--- config.mk ---
export PLATFORM = sky130hd
export DESIGN_NAME = pm_event_unit
export DESIGN_NICKNAME = d
export VERILOG_FILES = /design/src/rtl/pm_pkg.sv /design/src/rtl/pm_timer.sv /design/src/rtl/pm_apm.sv /design/src/rtl/pm_regs.sv /design/src/rtl/pm_event_unit.sv
export SDC_FILE = /design/constraint.sdc
export NUM_CORES = 1
export LEC_CHECK = 0
export BUFFER_PORTS_ARGS = -buffer_cell sky130_fd_sc_hd__buf_2
export CAP_MARGIN = 20
export CORE_ASPECT_RATIO = 1.2
export CORE_UTILIZATION = 42
export CTS_CLUSTER_SIZE = 28
export DETAILED_ROUTE_END_ITERATION = 7
export GPL_ROUTABILITY_DRIVEN = 1
export PLACE_DENSITY = 0.78
export RECOVER_POWER = 25
export SLEW_MARGIN = 20
export SYNTH_ARGS = -nofsm -noshare
export SYNTH_HDL_FRONTEND = slang
export SYNTH_SLANG_ARGS = --single-unit
--- constraint.sdc ---
create_clock -name clk_i -period 1.6 [get_ports clk_i]
set_input_delay 0.16 -clock clk_i [delete_from_list [all_inputs] [get_ports clk_i]]
set_output_delay 0.16 -clock clk_i [all_outputs]
set_load 0.1 [all_outputs]
--- src/rtl/pm_pkg.sv ---
package pm_pkg;
  localparam int OFF_W  = 6;
  localparam int DATA_W = 16;
  localparam int RD_W   = 32;
  localparam int APM_W  = 8;

  localparam logic [OFF_W-1:0] OFF_STS = 6'h00;
  localparam logic [OFF_W-1:0] OFF_EN  = 6'h02;
  localparam logic [OFF_W-1:0] OFF_CTL = 6'h04;
  localparam logic [OFF_W-1:0] OFF_TMR = 6'h08;

  localparam logic [DATA_W-1:0] SCI_MASK  = 16'h0521;
  localparam logic [DATA_W-1:0] STS_TMR_M = 16'h0001;
  localparam logic [DATA_W-1:0] STS_BTN_M = 16'h0100;
  localparam logic [DATA_W-1:0] STS_WAKE_M = 16'h8100;
  localparam logic [DATA_W-1:0] CTL_GO_M  = 16'h2000;

  localparam int EN_BTN_BIT = 8;
  localparam int CTL_GO_BIT = 13;
  localparam int SLP_LO     = 10;
  localparam int SLP_W      = 3;

  localparam logic [SLP_W-1:0] SLP_OFF = 3'd0;
  localparam logic [SLP_W-1:0] SLP_S3  = 3'd1;

  localparam logic [APM_W-1:0] APM_SCI_ON  = 8'hF1;
  localparam logic [APM_W-1:0] APM_SCI_OFF = 8'hF0;
endpackage

--- src/rtl/pm_timer.sv ---
module pm_timer #(
  parameter int TMR_W = 24
) (
  input  logic             clk_i,
  input  logic             rst_ni,
  input  logic             tick_i,
  output logic [TMR_W-1:0] count_o,
  output logic             half_wrap_o
);
  logic [TMR_W-1:0] count_q;

  always_ff @(posedge clk_i or negedge rst_ni) begin
    if (!rst_ni) count_q <= '0;
    else if (tick_i) count_q <= count_q + TMR_W'(1);
  end

  // next increment lands on a multiple of 2^(TMR_W-1)
  assign half_wrap_o = tick_i & (&count_q[TMR_W-2:0]);
  assign count_o     = count_q;
endmodule

--- src/rtl/pm_apm.sv ---
module pm_apm
  import pm_pkg::*;
(
  input  logic             clk_i,
  input  logic             rst_ni,
  input  logic             we_i,
  input  logic             sel_i,
  input  logic [APM_W-1:0] wdata_i,
  input  logic             smi_en_i,
  output logic [APM_W-1:0] cmd_o,
  output logic [APM_W-1:0] sts_o,
  output logic             smi_o,
  output logic             sci_on_o,
  output logic             sci_off_o
);
  logic [APM_W-1:0] cmd_q, sts_q;
  logic             smi_q;
  logic             cmd_we;

  assign cmd_we = we_i & ~sel_i;

  always_ff @(posedge clk_i or negedge rst_ni) begin
    if (!rst_ni) begin
      cmd_q <= '0;
      sts_q <= '0;
      smi_q <= 1'b0;
    end else begin
      smi_q <= cmd_we & smi_en_i;
      if (cmd_we) cmd_q <= wdata_i;
      if (we_i && sel_i) sts_q <= wdata_i;
    end
  end

  assign sci_on_o  = cmd_we & (wdata_i == APM_SCI_ON);
  assign sci_off_o = cmd_we & (wdata_i == APM_SCI_OFF);
  assign cmd_o     = cmd_q;
  assign sts_o     = sts_q;
  assign smi_o     = smi_q;
endmodule

--- src/rtl/pm_regs.sv ---
module pm_regs
  import pm_pkg::*;
(
  input  logic              clk_i,
  input  logic              rst_ni,
  input  logic              sts_we_i,
  input  logic              en_we_i,
  input  logic              ctl_we_i,
  input  logic [DATA_W-1:0] wdata_i,
  input  logic              tmr_evt_i,
  input  logic              pwrbtn_i,
  input  logic              sci_on_i,
  input  logic              sci_off_i,
  output logic [DATA_W-1:0] sts_o,
  output logic [DATA_W-1:0] en_o,
  output logic [DATA_W-1:0] ctl_o,
  output logic              poweroff_o,
  output logic              sys_reset_o,
  output logic              s3_resume_o
);
  logic [DATA_W-1:0] sts_q, en_q, ctl_q;
  logic [DATA_W-1:0] sts_clr, sts_set;
  logic              off_q, rst_q, res_q;
  logic              slp_go, slp_off, slp_s3;
  logic [SLP_W-1:0]  slp_typ;

  assign slp_typ = wdata_i[SLP_LO +: SLP_W];
  assign slp_go  = ctl_we_i & wdata_i[CTL_GO_BIT];
  assign slp_off = slp_go & (slp_typ == SLP_OFF);
  assign slp_s3  = slp_go & (slp_typ == SLP_S3);

  always_comb begin
    sts_clr = sts_we_i ? wdata_i : '0;
    sts_set = '0;
    if (tmr_evt_i) sts_set = sts_set | STS_TMR_M;
    if (pwrbtn_i && en_q[EN_BTN_BIT]) sts_set = sts_set | STS_BTN_M;
    if (slp_s3) sts_set = sts_set | STS_WAKE_M;
  end

  always_ff @(posedge clk_i or negedge rst_ni) begin
    if (!rst_ni) begin
      sts_q <= '0;
      en_q  <= '0;
      ctl_q <= '0;
      off_q <= 1'b0;
      rst_q <= 1'b0;
      res_q <= 1'b0;
    end else begin
      // set sources win over a coincident clear
      sts_q <= (sts_q & ~sts_clr) | sts_set;
      if (en_we_i) en_q <= wdata_i;
      if (ctl_we_i)       ctl_q    <= wdata_i & ~CTL_GO_M;
      else if (sci_on_i)  ctl_q[0] <= 1'b1;
      else if (sci_off_i) ctl_q[0] <= 1'b0;
      off_q <= slp_off;
      rst_q <= slp_s3;
      res_q <= slp_s3;
    end
  end

  assign sts_o       = sts_q;
  assign en_o        = en_q;
  assign ctl_o       = ctl_q;
  assign poweroff_o  = off_q;
  assign sys_reset_o = rst_q;
  assign s3_resume_o = res_q;
endmodule

--- src/rtl/pm_event_unit.sv ---
module pm_event_unit
  import pm_pkg::*;
#(
  parameter int TMR_W = 24
) (
  input  logic              clk_i,
  input  logic              rst_ni,
  input  logic              tick_i,
  input  logic              reg_we_i,
  input  logic [OFF_W-1:0]  reg_addr_i,
  input  logic [DATA_W-1:0] reg_wdata_i,
  output logic [RD_W-1:0]   reg_rdata_o,
  input  logic              pwrbtn_i,
  input  logic              apm_we_i,
  input  logic              apm_sel_i,
  input  logic [APM_W-1:0]  apm_wdata_i,
  input  logic              smi_en_i,
  output logic [APM_W-1:0]  apm_cmd_o,
  output logic [APM_W-1:0]  apm_sts_o,
  output logic              sci_o,
  output logic              smi_o,
  output logic              poweroff_o,
  output logic              sys_reset_o,
  output logic              s3_resume_o
);
  logic [TMR_W-1:0]  tmr_cnt;
  logic              tmr_evt;
  logic [DATA_W-1:0] sts_q, en_q, ctl_q;
  logic              sci_on, sci_off;
  logic              sts_we, en_we, ctl_we;

  assign sts_we = reg_we_i & (reg_addr_i == OFF_STS);
  assign en_we  = reg_we_i & (reg_addr_i == OFF_EN);
  assign ctl_we = reg_we_i & (reg_addr_i == OFF_CTL);

  pm_timer #(.TMR_W(TMR_W)) i_timer (
    .clk_i       (clk_i),
    .rst_ni      (rst_ni),
    .tick_i      (tick_i),
    .count_o     (tmr_cnt),
    .half_wrap_o (tmr_evt)
  );

  pm_apm i_apm (
    .clk_i     (clk_i),
    .rst_ni    (rst_ni),
    .we_i      (apm_we_i),
    .sel_i     (apm_sel_i),
    .wdata_i   (apm_wdata_i),
    .smi_en_i  (smi_en_i),
    .cmd_o     (apm_cmd_o),
    .sts_o     (apm_sts_o),
    .smi_o     (smi_o),
    .sci_on_o  (sci_on),
    .sci_off_o (sci_off)
  );

  pm_regs i_regs (
    .clk_i       (clk_i),
    .rst_ni      (rst_ni),
    .sts_we_i    (sts_we),
    .en_we_i     (en_we),
    .ctl_we_i    (ctl_we),
    .wdata_i     (reg_wdata_i),
    .tmr_evt_i   (tmr_evt),
    .pwrbtn_i    (pwrbtn_i),
    .sci_on_i    (sci_on),
    .sci_off_i   (sci_off),
    .sts_o       (sts_q),
    .en_o        (en_q),
    .ctl_o       (ctl_q),
    .poweroff_o  (poweroff_o),
    .sys_reset_o (sys_reset_o),
    .s3_resume_o (s3_resume_o)
  );

  always_comb begin
    reg_rdata_o = '0;
    unique case (reg_addr_i)
      OFF_STS: reg_rdata_o[DATA_W-1:0] = sts_q;
      OFF_EN:  reg_rdata_o[DATA_W-1:0] = en_q;
      OFF_CTL: reg_rdata_o[DATA_W-1:0] = ctl_q;
      OFF_TMR: reg_rdata_o[TMR_W-1:0]  = tmr_cnt;
      default: reg_rdata_o = '0;
    endcase
  end

  assign sci_o = |(sts_q & en_q & SCI_MASK);
endmodule

==> impl_metrics.py <==
metrics = {
    "global_route": {
        "grt_max_degree": 41,
        "grt_overflow_total": 0,
        "grt_usage": 0.206,
        "grt_pass1_vias": 3125,
        "antenna_found_initial": 0,
        "grt_pass1_wl_um": 15600,
    },
    "floorplan": {
        "core_um2": 9180,
        "row_count": 38,
        "start_util": 0.439,
        "pin_count": 91,
        "die_x_um": 91.4,
        "die_y_um": 109,
        "die-area_um2": 9980,
    },
    "synth": {
        "ys_types": 36,
        "synth_ff_type": "dfrtp_1",
        "synth_compound_area_frac": 0.0755,
        "synth.area.top_cells": "dfrtp_1 56%, mux2_2 10%, a222oi_1 4.0%, nand2_1 3.9%, xnor2_1 3.9%",
        "synth_edf_count": 0,
        "muxShareOfSynthArea": 0.143,
        "synth_top_family_by_area": "multiplexers",
        "synth_area_per_cell_um2": 12.4,
        "ys_warn_count": 0,
        "synthCells": 325,
        "synth-simple-area-share": 0.133,
        "synthXorXnorAreaFrac": 0.0500,
        "yosysTopAreaCell": "dfrtp_1",
        "async_flop_share": 1.00,
        "yosysSeqAreaShare": 0.560,
        "synth_fa_ha_area_frac": 0.00311,
        "ys_ff_latch": 90,
        "syn_area_um2": 4030,
        "netlist.area_leader.share": 0.560,
    },
    "placement": {
        "place_area_um2": 5230,
        "place_inst": 538,
        "io_buffers": 82,
        "pre_cts_slack_ps": -324,
        "routabilityCongestion": 0.842,
        "dp_hpwl_um": 6920,
    },
    "detailed_routing": {
        "detail_route.first_pass.iterations": 4,
        "ant_nets": 0,
        "wl_per_cell_um": 17.4,
        "first_iter_violations": 192,
        "vias_per_cell": 5.41,
        "via_count": 3071,
        "drt_wl_total_um": 9860,
        "remaining_drc_errors": 0,
    },
    "sta": {
        "worst_clock_skew_ps": 5.08,
        "grt_setup_unrepaired": "yes",
        "hold_viol_final": 0,
        "fmax_ghz": 0.524,
        "tightest_slew_ps": 898,
        "relSlewSlack": 0.401,
        "finalCriticalPeriod_ps": 1910,
        "timing.final.crit_share": 1.19,
        "maxSlewViolCount": 0,
        "setup_violations": 20,
        "worst_slack_ps": -309,
    },
    "layout": {
        "nets": 482,
        "area_growth_pct": 41.4,
        "fill_cells": 702,
        "final_cell_mix": "86 x dfrtp_1, 55 x buf_2, 37 x mux2_2",
        "final_cells": 568,
        "drive_above_1_share": 0.522,
        "final_common_cell": "dfrtp_1",
        "fin_area_um2": 5690,
        "diodes": 0,
    },
    "clock_network": {
        "cts_tree": "done",
        "clkTransAtPathRegs_ps": 100,
        "cts_root_buf": "clkbuf_8",
        "h-tree-depth": 3,
        "cts_inserted_buffers": 9,
        "cts_buffer_depth": 2,
        "worstSkewPairLatency_ps": 360,
        "numClockSinks": 90,
    },
    "worst_setup_path": {
        "critPathMaxFanout": 8,
        "arrival_ps": 1750,
        "cp-start-kind": "input pin",
        "critical_path_class": "in2out",
        "required_ps": 1440,
        "endpoint_kind": "output port",
    },
    "power": {
        "leakage_uw": 0.00274,
        "irDropWorstVdd_v": 0.000679,
        "powerDensity_nw_per_um2": 1020,
    },
    "status": {
        "failed_checks": "setup timing",
        "outcome": "finished, violations left",
    },
    "hold_path": {
        "hold_path.class": "in2reg",
    },
    "job": {
        "maxCapViolations": 0,
    },
}
## per-layer routing
layer	track usage	part of all wire	up-vias
met4	0.102	0.031	0
met5	0	0	-
met3	0.0349	0.059	18
met2	0.366	0.53	110
met1	0.242	0.38	1554
li1	-	-	1389
## metrics by stage
| step | hold slack, ps | setup TNS [ps] | util | power (uW) |
|---|---|---|---|---|
| 2_1_floorplan | -136 | -4510 | - | 3710 |
| 3_3_place_gp | 141 | -7750 | 0.569 | 4070 |
| 3_5_place_dp | 141 | -8820 | 0.569 | 4130 |
| 4_1_cts | 0.227 | -3210 | 0.603 | 5710 |
| 5_1_grt | 4.17 | -4950 | 0.620 | 6020 |
| 6_report | 6.04 | -4130 | 0.620 | 5790 |
## worst max-delay path: stages
cell and delay [ps]:
buf_6 90, or4_4 590, nor3b_4 290, buf_6 200, nand2_1 140, nand2_8 100
buf_12 170
## power by group
part           leakage, uW  switching, uW  internal (uW)  total (uW)
registers          0.00117            229           2540        2770
clock network    0.0000929            872            595        1470
logic              0.00147            985            569        1550
total              0.00274           2090           3700        5790
## Yosys cell counts (all sizes together), types with 5 or more instances
library cell / count
a21boi: 13
and2: 8
dfrtp: 90
nand3: 11
mux2: 47
xnor2: 18
nor2: 7
nand4: 7
buf: 12
xor2: 5
and3: 6
a222oi: 16
nand2: 43
clkbuf: 9
## what timing repair did
action | CTS | global route
hold buffers | 3 | 0
gates cloned | 0 | 1
hold endpoints to repair | 32 | 0
setup buffers | 7 | 6
endpoints found under the setup margin | 24 | 38
pin swaps | 10 | 20
gates resized for setup | 12 | 35
## logic make-up after synthesis
family	Yosys count
and+or+nand+nor	102
DFF	90
muxes	48
AOI/OAI and AO/OA	35
buffers and inverters	25
xor gates and xnor gates	23
adders and majority gates	1
other	1
## area by class of cell
| class | instances | area (um^2) | share of cell area |
|---|---|---|---|
| Tap cell | 120 | 150 | 0.0264 |
| Clock buffer | 9 | 124 | 0.0218 |
| Multi-Input combinational cell | 217 | 1940 | 0.341 |
| Timing Repair Buffer | 121 | 1140 | 0.201 |
| Sequential cell | 90 | 2260 | 0.397 |
| Inverter | 4 | 15.0 | 0.00264 |
| Clock inverter | 7 | 58.8 | 0.0103 |
## final timing paths
kind / from / endpoint / slack, ps / cells past startpoint
min in group asynchronous: rst_ni / i_regs.sys_reset_o$_DFF_PN0_ / 450 / 2
min reg2reg: i_timer.count_o[23]$_DFFE_PN0P_ / i_timer.count_o[23]$_DFFE_PN0P_ / 460 / 1
max reg2reg: i_timer.count_o[1]$_DFFE_PN0P_ / i_timer.count_o[18]$_DFFE_PN0P_ / -90 / 7
max in group asynchronous: rst_ni / i_timer.count_o[12]$_DFFE_PN0P_ / 370 / 3
max: reg_addr_i[5] / reg_rdata_o[9] / -310 / 7
min: reg_wdata_i[14] / i_regs.sts_o[14]$_DFF_PN0_ / 6 / 2
## sequential cells by signal (all words and copies together) (netlist names)
| signal | count |
|---|---|
| i_timer.count_o | 24 |
| i_regs.en_o | 16 |
| i_regs.sts_o | 16 |
| i_regs.ctl_o | 15 |
| i_apm.cmd_o | 8 |
| i_apm.sts_o | 8 |
| i_apm.smi_o | 1 |
| i_regs.poweroff_o | 1 |
| i_regs.sys_reset_o | 1 |
No activity file was read; power rests on OpenSTA's default activity.
